File: src/rtl/lqm_pkg.sv
package lqm_pkg;

  // Outcome of a request, held for one cycle in the response registers
  typedef enum logic [1:0] {
    RSP_NONE    = 2'd0,
    RSP_OK      = 2'd1,
    RSP_REFUSED = 2'd2
  } rsp_e;

endpackage

File: src/rtl/lqm_ram.sv
// Simple dual-port word memory. SYNC_RD=1 gives a registered read (block RAM),
// SYNC_RD=0 gives a combinational read (distributed RAM).
module lqm_ram #(
  parameter int DEPTH   = 16,
  parameter int WIDTH   = 16,
  parameter bit SYNC_RD = 1'b1,
  localparam int AW     = $clog2(DEPTH)
) (
  input  logic             clk,
  input  logic             we,
  input  logic [AW-1:0]    waddr,
  input  logic [WIDTH-1:0] wdata,
  input  logic             re,
  input  logic [AW-1:0]    raddr,
  output logic [WIDTH-1:0] rdata
);

  logic [WIDTH-1:0] mem [DEPTH];

  always_ff @(posedge clk) begin
    if (we) mem[waddr] <= wdata;
  end

  generate
    if (SYNC_RD) begin : g_sync
      logic [WIDTH-1:0] rq;
      always_ff @(posedge clk) begin
        if (re) rq <= mem[raddr];
      end
      assign rdata = rq;
    end else begin : g_async
      logic unused_re;
      assign unused_re = re;
      assign rdata     = mem[raddr];
    end
  endgenerate

endmodule

File: src/rtl/lqm_free_fifo.sv
// Circular list of vacant locations, loaded with every address at reset.
module lqm_free_fifo #(
  parameter int DEPTH = 16,
  localparam int AW   = $clog2(DEPTH),
  localparam int CW   = $clog2(DEPTH + 1)
) (
  input  logic          clk,
  input  logic          rst,
  input  logic          pop,
  input  logic          push,
  input  logic [AW-1:0] push_addr,
  output logic [AW-1:0] front_addr,
  output logic          empty
);

  logic [AW-1:0] slot [DEPTH];
  logic [AW-1:0] rptr, wptr;
  logic [CW-1:0] count, count_nx;

  always_comb begin
    count_nx = count;
    if (push && !pop) count_nx = count + CW'(1);
    if (pop && !push) count_nx = count - CW'(1);
  end

  always_ff @(posedge clk) begin
    if (rst) begin
      for (int i = 0; i < DEPTH; i++) slot[i] <= AW'(i);
      rptr  <= '0;
      wptr  <= '0;
      count <= CW'(DEPTH);
      empty <= 1'b0;
    end else begin
      if (push) begin
        slot[wptr] <= push_addr;
        wptr       <= (wptr == AW'(DEPTH - 1)) ? '0 : wptr + AW'(1);
      end
      if (pop) rptr <= (rptr == AW'(DEPTH - 1)) ? '0 : rptr + AW'(1);
      count <= count_nx;
      empty <= (count_nx == '0);
    end
  end

  assign front_addr = slot[rptr];

endmodule

File: src/rtl/lqm_qptr.sv
// Per-queue head, tail and occupied flag.
module lqm_qptr #(
  parameter int NUM_OUT = 4,
  parameter int AW      = 4,
  localparam int QW     = $clog2(NUM_OUT)
) (
  input  logic                       clk,
  input  logic                       rst,
  input  logic                       enq,
  input  logic [QW-1:0]              enq_q,
  input  logic [AW-1:0]              enq_addr,
  input  logic                       deq,
  input  logic [QW-1:0]              deq_q,
  input  logic [AW-1:0]              deq_next,
  output logic [NUM_OUT-1:0][AW-1:0] head_o,
  output logic [NUM_OUT-1:0][AW-1:0] tail_o,
  output logic [NUM_OUT-1:0]         valid_o
);

  generate
    for (genvar q = 0; q < NUM_OUT; q++) begin : g_q
      logic [AW-1:0] head, tail;
      logic          valid;
      logic          enq_here, deq_here;

      assign enq_here = enq && (enq_q == QW'(q));
      assign deq_here = deq && (deq_q == QW'(q));

      always_ff @(posedge clk) begin
        if (rst) begin
          head  <= '0;
          tail  <= '0;
          valid <= 1'b0;
        end else if (enq_here && deq_here) begin
          // queue is occupied (dequeue only issued then)
          tail <= enq_addr;
          head <= (head == tail) ? enq_addr : deq_next;
        end else if (enq_here) begin
          tail  <= enq_addr;
          valid <= 1'b1;
          if (!valid) head <= enq_addr;
        end else if (deq_here) begin
          if (head == tail) valid <= 1'b0;
          else              head  <= deq_next;
        end
      end

      assign head_o[q]  = head;
      assign tail_o[q]  = tail;
      assign valid_o[q] = valid;
    end
  endgenerate

endmodule

File: src/rtl/lq_shared_buffer.sv
module lq_shared_buffer
  import lqm_pkg::*;
#(
  parameter int NUM_OUT = 4,
  parameter int DEPTH   = 16,
  parameter int DATA_W  = 16,
  localparam int ADDR_W = $clog2(DEPTH),
  localparam int QID_W  = $clog2(NUM_OUT)
) (
  input  logic               clk,
  input  logic               rst,
  input  logic               wr_en,
  input  logic [QID_W-1:0]   wr_qid,
  input  logic [DATA_W-1:0]  wr_data,
  input  logic               rd_en,
  input  logic [QID_W-1:0]   rd_qid,
  output logic               wr_ack,
  output logic               wr_nack,
  output logic [ADDR_W-1:0]  wr_addr,
  output logic               rd_valid,
  output logic               rd_nack,
  output logic [DATA_W-1:0]  rd_data,
  output logic [ADDR_W-1:0]  rd_addr,
  output logic [NUM_OUT-1:0] q_empty,
  output logic               buf_full
);

  logic [NUM_OUT-1:0][ADDR_W-1:0] head, tail;
  logic [NUM_OUT-1:0]             valid;
  logic [ADDR_W-1:0]              free_addr, link_next, head_sel;
  logic                           free_empty;
  logic                           wr_go, rd_go, link_we;
  rsp_e                           wr_rsp, rd_rsp;
  logic [ADDR_W-1:0]              wr_addr_q, rd_addr_q;

  assign wr_go    = wr_en && !free_empty;
  assign rd_go    = rd_en && valid[rd_qid];
  assign head_sel = head[rd_qid];
  // link behind the current tail only when the queue already holds a cell
  assign link_we  = wr_go && valid[wr_qid];

  lqm_free_fifo #(.DEPTH(DEPTH)) u_free (
    .clk       (clk),
    .rst       (rst),
    .pop       (wr_go),
    .push      (rd_go),
    .push_addr (head_sel),
    .front_addr(free_addr),
    .empty     (free_empty)
  );

  lqm_qptr #(.NUM_OUT(NUM_OUT), .AW(ADDR_W)) u_ptr (
    .clk     (clk),
    .rst     (rst),
    .enq     (wr_go),
    .enq_q   (wr_qid),
    .enq_addr(free_addr),
    .deq     (rd_go),
    .deq_q   (rd_qid),
    .deq_next(link_next),
    .head_o  (head),
    .tail_o  (tail),
    .valid_o (valid)
  );

  lqm_ram #(.DEPTH(DEPTH), .WIDTH(ADDR_W), .SYNC_RD(1'b0)) u_link (
    .clk  (clk),
    .we   (link_we),
    .waddr(tail[wr_qid]),
    .wdata(free_addr),
    .re   (rd_go),
    .raddr(head_sel),
    .rdata(link_next)
  );

  lqm_ram #(.DEPTH(DEPTH), .WIDTH(DATA_W), .SYNC_RD(1'b1)) u_cell (
    .clk  (clk),
    .we   (wr_go),
    .waddr(free_addr),
    .wdata(wr_data),
    .re   (rd_go),
    .raddr(head_sel),
    .rdata(rd_data)
  );

  always_ff @(posedge clk) begin
    if (rst) begin
      wr_rsp    <= RSP_NONE;
      rd_rsp    <= RSP_NONE;
      wr_addr_q <= '0;
      rd_addr_q <= '0;
    end else begin
      wr_rsp <= !wr_en ? RSP_NONE : (wr_go ? RSP_OK : RSP_REFUSED);
      rd_rsp <= !rd_en ? RSP_NONE : (rd_go ? RSP_OK : RSP_REFUSED);
      if (wr_go) wr_addr_q <= free_addr;
      if (rd_go) rd_addr_q <= head_sel;
    end
  end

  assign wr_ack   = (wr_rsp == RSP_OK);
  assign wr_nack  = (wr_rsp == RSP_REFUSED);
  assign rd_valid = (rd_rsp == RSP_OK);
  assign rd_nack  = (rd_rsp == RSP_REFUSED);
  assign wr_addr  = wr_addr_q;
  assign rd_addr  = rd_addr_q;
  assign q_empty  = ~valid;
  assign buf_full = free_empty;

endmodule

File: config.mk
export PLATFORM = sky130hd
export DESIGN_NAME = lq_shared_buffer
export DESIGN_NICKNAME = d
export VERILOG_FILES = /design/src/rtl/lqm_pkg.sv /design/src/rtl/lqm_ram.sv /design/src/rtl/lqm_free_fifo.sv /design/src/rtl/lqm_qptr.sv /design/src/rtl/lq_shared_buffer.sv
export SDC_FILE = /design/constraint.sdc
export NUM_CORES = 1
export LEC_CHECK = 0
export CAP_MARGIN = 0
export CORE_MARGIN = 2
export CORE_UTILIZATION = 60
export DETAILED_ROUTE_END_ITERATION = 16
export GPL_ROUTABILITY_DRIVEN = 0
export PLACE_DENSITY = 0.78
export REMOVE_ABC_BUFFERS = 1
export SLEW_MARGIN = 5
export SYNTH_ARGS = -nofsm -noshare
export SYNTH_HDL_FRONTEND = slang
export SYNTH_SLANG_ARGS = --single-unit
File: constraint.sdc
create_clock -name clk -period 6.67 [get_ports clk]
set_input_delay 0.667 -clock clk [delete_from_list [all_inputs] [get_ports clk]]
set_output_delay 0.667 -clock clk [all_outputs]
set_load 0.01 [all_outputs]
Word-level counts from Yosys, hierarchy flattened
Memory sizes are Yosys's and may differ from the RTL's. A register that Yosys moved wholly into a read port is not among the register bits.
Cells that the tools add are included.
{"block": "word_totals", "reg_bits": 62, "n_memories": 3, "wordCells": 182, "output_inout_bits": 33, "mem_bits_rw": 384, "inputBits": 24}
{"name": "u_cell.mem", "words": 16, "word_bits": 16, "rd": 1, "rd_clocked_by_memory_dff": 1, "wr": 1, "line_no": "lqm_ram.sv:18", "source": "logic [WIDTH-1:0] mem [DEPTH];"}
{"name": "u_free.slot", "words": 16, "word_bits": 4, "rd": 1, "rd_clocked_by_memory_dff": 1, "wr": 16, "line_no": "lqm_free_fifo.sv:16", "source": "logic [AW-1:0] slot [DEPTH];"}
{"name": "u_link.mem", "words": 16, "word_bits": 4, "rd": 1, "rd_clocked_by_memory_dff": 0, "wr": 1, "line_no": "lqm_ram.sv:18"}
{"block": "op_classes", "bitwise": 7, "eq_ne": 24, "add_sub_neg": 4, "n_mux": 72, "n_reduce_logical": 50, "n_lt_le_gt_ge": 2}
{"operator": "two-way mux 4 bit", "count": 40}
{"operator": "two-way mux 1 bit", "count": 24}
{"operator": "AND reduction 3 bit", "count": 8}
{"operator": "nonzero test 2 bit", "count": 12}
{"operator": "logical AND 1 bit", "count": 17}
{"operator": "binary-select mux 4 bit (select 2 bit)", "count": 2}
{"operator": "equality test 4 bit", "count": 4}
{"operator": "equality test 2 bit (second input constant)", "count": 6}
{"operator": "inequality test 3 x 1 -> 1 bit (second input constant)", "count": 4}
{"operator": "inequality test 3 bit (second input constant)", "count": 4}
{"operator": "nonzero test 3 bit", "count": 4}
{"operator": "two-way mux 5 bit", "count": 2}
{"operator": "adder 4 x 1 -> 4 bit (second input constant)", "count": 2}
{"operator": "equality test 2 x 1 -> 1 bit (second input constant)", "count": 4}
{"operator": "equality test 4 bit (second input constant)", "count": 2}
{"operator": "less-than comparator 2 x 3 -> 1 bit (second input constant)", "count": 2}
{"operator": "inverter 1 bit", "count": 6}
{"operator": "adder 5 x 1 -> 5 bit (second input constant)", "count": 1}
{"operator": "zero test 5 bit", "count": 1}
{"operator": "subtractor 5 x 1 -> 5 bit (second input constant)", "count": 1}
{"operator": "binary-select mux 1 bit (select 2 bit)", "count": 2}
{"operator": "zero test 2 bit", "count": 2}
{"operator": "two-way mux 2 bit", "count": 2}
{"operator": "inverter 4 bit", "count": 1}
{"operator": "other kinds (3)", "count": 6}

Longest topological paths before layout
{"block": "depth", "ltp_word": 8, "depth_mapped": 14, "ltp_nobuf": 12}

Cells and area by module
From an unflattened synthesis, not the netlist that was laid out.
{"block": "unflattened", "hier_cells": 1152, "area_unflattened_um2": 19309.8}
{"mod": "lqm_ram at u_cell", "area_per_inst_um2": 10202.3, "cells_each": 432, "seq_area_each_um2": 8167.8, "n_inst": 1}
{"mod": "lqm_free_fifo", "area_per_inst_um2": 3837.4, "cells_each": 303, "seq_area_each_um2": 2282.2, "n_inst": 1}
{"mod": "lqm_ram at u_link", "area_per_inst_um2": 2586.2, "cells_each": 126, "seq_area_each_um2": 1921.8, "n_inst": 1}
{"mod": "lqm_qptr", "area_per_inst_um2": 1938.1, "cells_each": 225, "seq_area_each_um2": 720.7, "n_inst": 1}
{"mod": "lq_shared_buffer", "area_per_inst_um2": 745.7, "cells_each": 66, "seq_area_each_um2": 240.2, "n_inst": 1}

Least setup slack after synthesis
Ideal clock, no wire load.
{"block": "synth_timing", "kind": "input -> register", "startpoint": "input rd_qid[1]", "endpoint": "register u_ptr.g_q[3].head[0]", "required_time_ns": 6.558, "setup_time_ns": 0.112, "path_buffers": 2, "arrival_time_ns": 3.507, "path_stages": 12, "slack_ns": 3.051, "path_cell_list": "buf_2 > mux4_1 > nand2_1 > inv_1 > buf_1 > nand3_1 > inv_1 > ha_1 > nor2_1 > a221oi_1 > nor2_1 > a2111oi_1"}
{"block": "synth_via", "elab_chain_len": 7, "word_cells_on_any_way": 18, "classes_between": "3 x eq/ne; 9 x mux; 5 x reduce/logical; 1 x memory"}
{"element": "start: declaration", "line_no": "lq_shared_buffer.sv:16", "source": "input logic [QID_W-1:0] rd_qid,"}
{"element": "binary-select mux 1 bit (select 2 bit) (*)", "line_no": "lq_shared_buffer.sv:37", "source": "assign rd_go = rd_en && valid[rd_qid];"}
{"element": "two-way mux 1 bit (implied by the code) (*)", "line_no": "lq_shared_buffer.sv:37"}
{"element": "logical AND 1 bit (*)", "line_no": "lq_shared_buffer.sv:37"}
{"element": "via rd_go", "line_no": "lq_shared_buffer.sv:32", "source": "logic wr_go, rd_go, link_we;"}
{"element": "logical AND 1 bit (*)", "line_no": "lqm_qptr.sv:27", "source": "assign deq_here = deq && (deq_q == QW'(q));"}
{"element": "logical AND 1 bit", "line_no": "lqm_qptr.sv:34", "source": "end else if (enq_here && deq_here) begin"}
{"element": "inequality test 3 bit (no line) (tied with other cells)"}
{"element": "AND reduction 3 bit (no line)"}
{"element": "end signal: assignment", "line_no": "lqm_qptr.sv:37", "source": "head <= (head == tail) ? enq_addr : deq_next;"}
{"element": "end signal: assignment", "line_no": "lqm_qptr.sv:41", "source": "if (!valid) head <= enq_addr;"}
{"element": "end signal: assignment", "line_no": "lqm_qptr.sv:44", "source": "else head <= deq_next;"}
{"element": "end: declaration", "line_no": "lqm_qptr.sv:22", "source": "logic [AW-1:0] head, tail;"}
The timed path passes the listed nets; every way through them passes the cells marked *. The select of a mux whose other input is x is not followed.
A chain may end at the register's enable or synchronous reset.

==> results.cfg <==
[clocking]
ctsHtreeMaxLevel = 2
cts_num_sinks = 466
cts_hold_repair.buffers = 0
root_buffer = clkbuf_16
clk_latency_ns = 0.57
numCtsBuffers = 46
cts_tree = done
post_cts_buffers = 0
cts_buffer_depth = 3
cts-resized-gates = 0
clkTransAtPathRegs_ns = 0.06

[power_and_ir_drop]
p_seq_share_pct = 53.2
total_leakage_power_uw = 0.00709
power.switching_uw = 1400
ir_drop_mv = 0.300
power.density_cell_area_nw_per_um2 = 285
clockPowerShare_pct = 39.1
internal_power_uw = 4790
comb_power_share_pct = 7.7
power.switching_fraction_pct = 22.7

[worst_setup_path]
cp-end-kind = register
timing.reg2reg.setup_slack_ns = 2.56
worst-path-buf-inv = 1
critical_path_required_ns = 6.93
worst_setup_path_endpoint = u_cell.mem[6][6]$_DFFE_PP_
crit_chain = mux4_1 > mux4_2 > or3_1 > nor2_2 > buf_4
worst_ep_arrival_time_ns = 4.37
worst_r2r_path_depth = 5
rr_endpoint = u_cell.mem[6][6]$_DFFE_PP_
critical_path_cell_count = 5
criticalPathCategory = register to register
path_delay_family = multiplexers
cp_slowest_cell = dfxtp_1
stage_delay_of_the_slowest_cell_on_the_critical_path_ns = 0.92
timing.critical_path.from_type = register
worstPathMaxFanout = 30

[floorplanning]
i_o_pin_count = 57
floorplan.initialDensity_pct = 61.3
std_cell_rows = 65
die_w_um = 184
core_region_area_um2 = 31700
die-area_um2 = 33900
die_height_um = 184

[route]
detailedRoute.firstIterationViolations = 1070
vias_per_cell = 6.36
drt_wl_total_um = 43600
route.detailed.wl_per_inst_um = 25.1
drt_pre_antenna_iters = 5
route.vias.total = 11061
remaining_drc_errors = 0
detail-route-antenna-nets = 0

[synth]
synth-warning-count = 0
synth-main-ff-cell = edfxtp_1
ys_types = 58
synth_edf_count = 400
post-synth-top-area-fraction_pct = 61.7
post-synth-top-count-cell = edfxtp_1
synth_area_leader_cell = edfxtp_1
synthTopCellsByCount = edfxtp_1, nand2_1, nor2_1
mapped_cells = 1243
syn-mean-instance-area_um2 = 15.7
yosys_register_bits = 466
synth.area.top_cells = edfxtp_1, mux4_2, dfxtp_1
synthArstFlopShare_pct = 0
ys_seq_area_share_pct = 68.5
syn-cell-area_um2 = 19500

[finish]
filler_cells = 2020
area_occupied_by_registers_um2 = 13300
layout-area-overhead-vs-synth_pct = 11.8
fin_cells = 1740
finish.net_count = 1347
finalCoreUtilization_pct = 68.6
diodes = 0
drive_above_1_share_pct = 16.0
multi_input_comb_area_um2 = 5690

[timing]
finalCritPeriodShare_pct = 61.6
finalSetupViolations = 0
fin_setup_tns_ns = 0
finalClockSkew_ns = 0.0247
fin_ws_ns = 2.56
timing.final.max_slew_violations = 0
setup_repair_after_global_routing_missed_its_margin = false
number_of_hold_slack_violations_in_the_final_timing_report = 0
timing.fmax_mhz = 243
worst-slew-pin-transition_ns = 1.06
post-route-min-period_ns = 4.11
worst_slew_margin_rel_pct = 29.4

[run]
max-cap-violations = 0

[global_route]
grt_pass1_wl_um = 66700
first_global_vias = 11466
largest_net_degree_at_the_start_of_global_routing = 72
grt.total_usage_pct = 26.7
grt_antenna_before_repair = 1
grt_overflow = 0

[placed_design]
port_buffers = 56
dp_cells = 1658
post-place-ws_ns = 2.29
dp.final_hpwl_um = 25300

[outcome]
outcome = finished clean

[worst_hold_path]
hold_path.class = register to register
==> worst min-delay path by stage <==
stage                     slack [ns]                               from                           endpoint  depth (start not counted)
after floorplan                 0.45  u_ptr.g_q[1].tail[3]$_SDFFE_PP0P_  u_ptr.g_q[1].tail[3]$_SDFFE_PP0P_                          2
after global placement          0.45            wr_addr[1]$_SDFFE_PP0P_            wr_addr[1]$_SDFFE_PP0P_                          2
after detailed placement        0.45            wr_addr[3]$_SDFFE_PP0P_            wr_addr[3]$_SDFFE_PP0P_                          2
after CTS                       0.46            wr_addr[3]$_SDFFE_PP0P_            wr_addr[3]$_SDFFE_PP0P_                          2
after global routing            0.49            wr_addr[3]$_SDFFE_PP0P_            wr_addr[3]$_SDFFE_PP0P_                          2
final                           0.45            wr_addr[3]$_SDFFE_PP0P_            wr_addr[3]$_SDFFE_PP0P_                          2
==> cells by family (layout without fill, tap and decap cells) <==
group,Yosys count,after routing,share of synthesized area [%]
buf+inv,89,184,2.47
compound gates,94,94,3.07
xor+xnor,21,21,0.945
simple gates,422,422,9.70
mux,132,132,14.1
fa+ha+maj,19,19,1.22
flops,466,466,68.5
==> routing by layer <==
layer  vias up  track usage (%)  wire [µm]
met5         -                0         11
met1      5537             34.7      16600
met3       114             5.21       3780
li1       4845                -          -
met4         2             9.92       1380
met2       563             45.3      21900
==> metrics by stage <==
step / power [µW] / instance area, µm² / hold slack [ns]
floorplan: 3630 / 19100 / 0.452
global placement: 3810 / 20400 / 0.445
detailed placement: 3830 / 20400 / 0.449
CTS: 6220 / 21800 / 0.457
global route: 6370 / 21800 / 0.490
finish: 6190 / 21800 / 0.455
==> registers in the layout, summed over array words and instances (netlist names), named ones only <==
register and cells:
u_ptr.g_q.tail 16, u_cell.mem 256, wr_rsp 2, rd_addr 4, u_link.mem 64, u_cell.rdata 16
u_free.slot 64, u_free.rptr 4, u_ptr.g_q.head 16, wr_addr 4, u_ptr.g_q.valid 4, rd_rsp 2
u_free.wptr 4, u_free.empty 1, u_free.count 5
==> placed cells by master (no fill, tap or decap), types with 10 or more instances in the layout <==
| cell | count |
|---|---|
| nor2_2 | 14 |
| xor2_1 | 15 |
| a21oi_1 | 46 |
| mux2i_1 | 19 |
| nor2b_1 | 11 |
| a31oi_1 | 17 |
| nor3_1 | 10 |
| clkinv_1 | 11 |
| dfxtp_1 | 66 |
| mux4_2 | 91 |
| nand2_1 | 171 |
| clkbuf_16 | 46 |
| nand2b_1 | 21 |
| nand3_1 | 16 |
| ha_1 | 19 |
| clkbuf_1 | 12 |
| edfxtp_1 | 400 |
| inv_1 | 20 |
| nor4_1 | 14 |
| clkdlybuf4s50_1 | 55 |
| buf_4 | 22 |
| mux4_1 | 15 |
| and3_1 | 17 |
| nor2_1 | 112 |
==> area by class of cell <==
class | instances | share of cell area, %
flip-flops and latches | 466 | 61.3
multi-input cells | 688 | 26.2
clock buffers | 62 | 5.72
repair buffers | 79 | 3.40
well taps | 402 | 2.31
clock inverters | 20 | 0.719
inverters | 23 | 0.397
==> power groups by stage <==
| stage | sequential, µW | clock [µW] | combinational [µW] |
|---|---|---|---|
| 2_1_floorplan | 3340 | 0 | 293 |
| 3_3_place_gp | 3350 | 0 | 458 |
| 3_5_place_dp | 3350 | 0 | 472 |
| 4_1_cts | 3290 | 2450 | 476 |
| 5_1_grt | 3300 | 2560 | 514 |
| 6_report | 3290 | 2420 | 475 |
==> tightest hold or removal path: stages, from the launching register on <==
cell and delay, ns:
dfxtp_1 0.31, nand2_1 0.05, a21oi_1 0.05
Power figures use the tool's default switching activity.
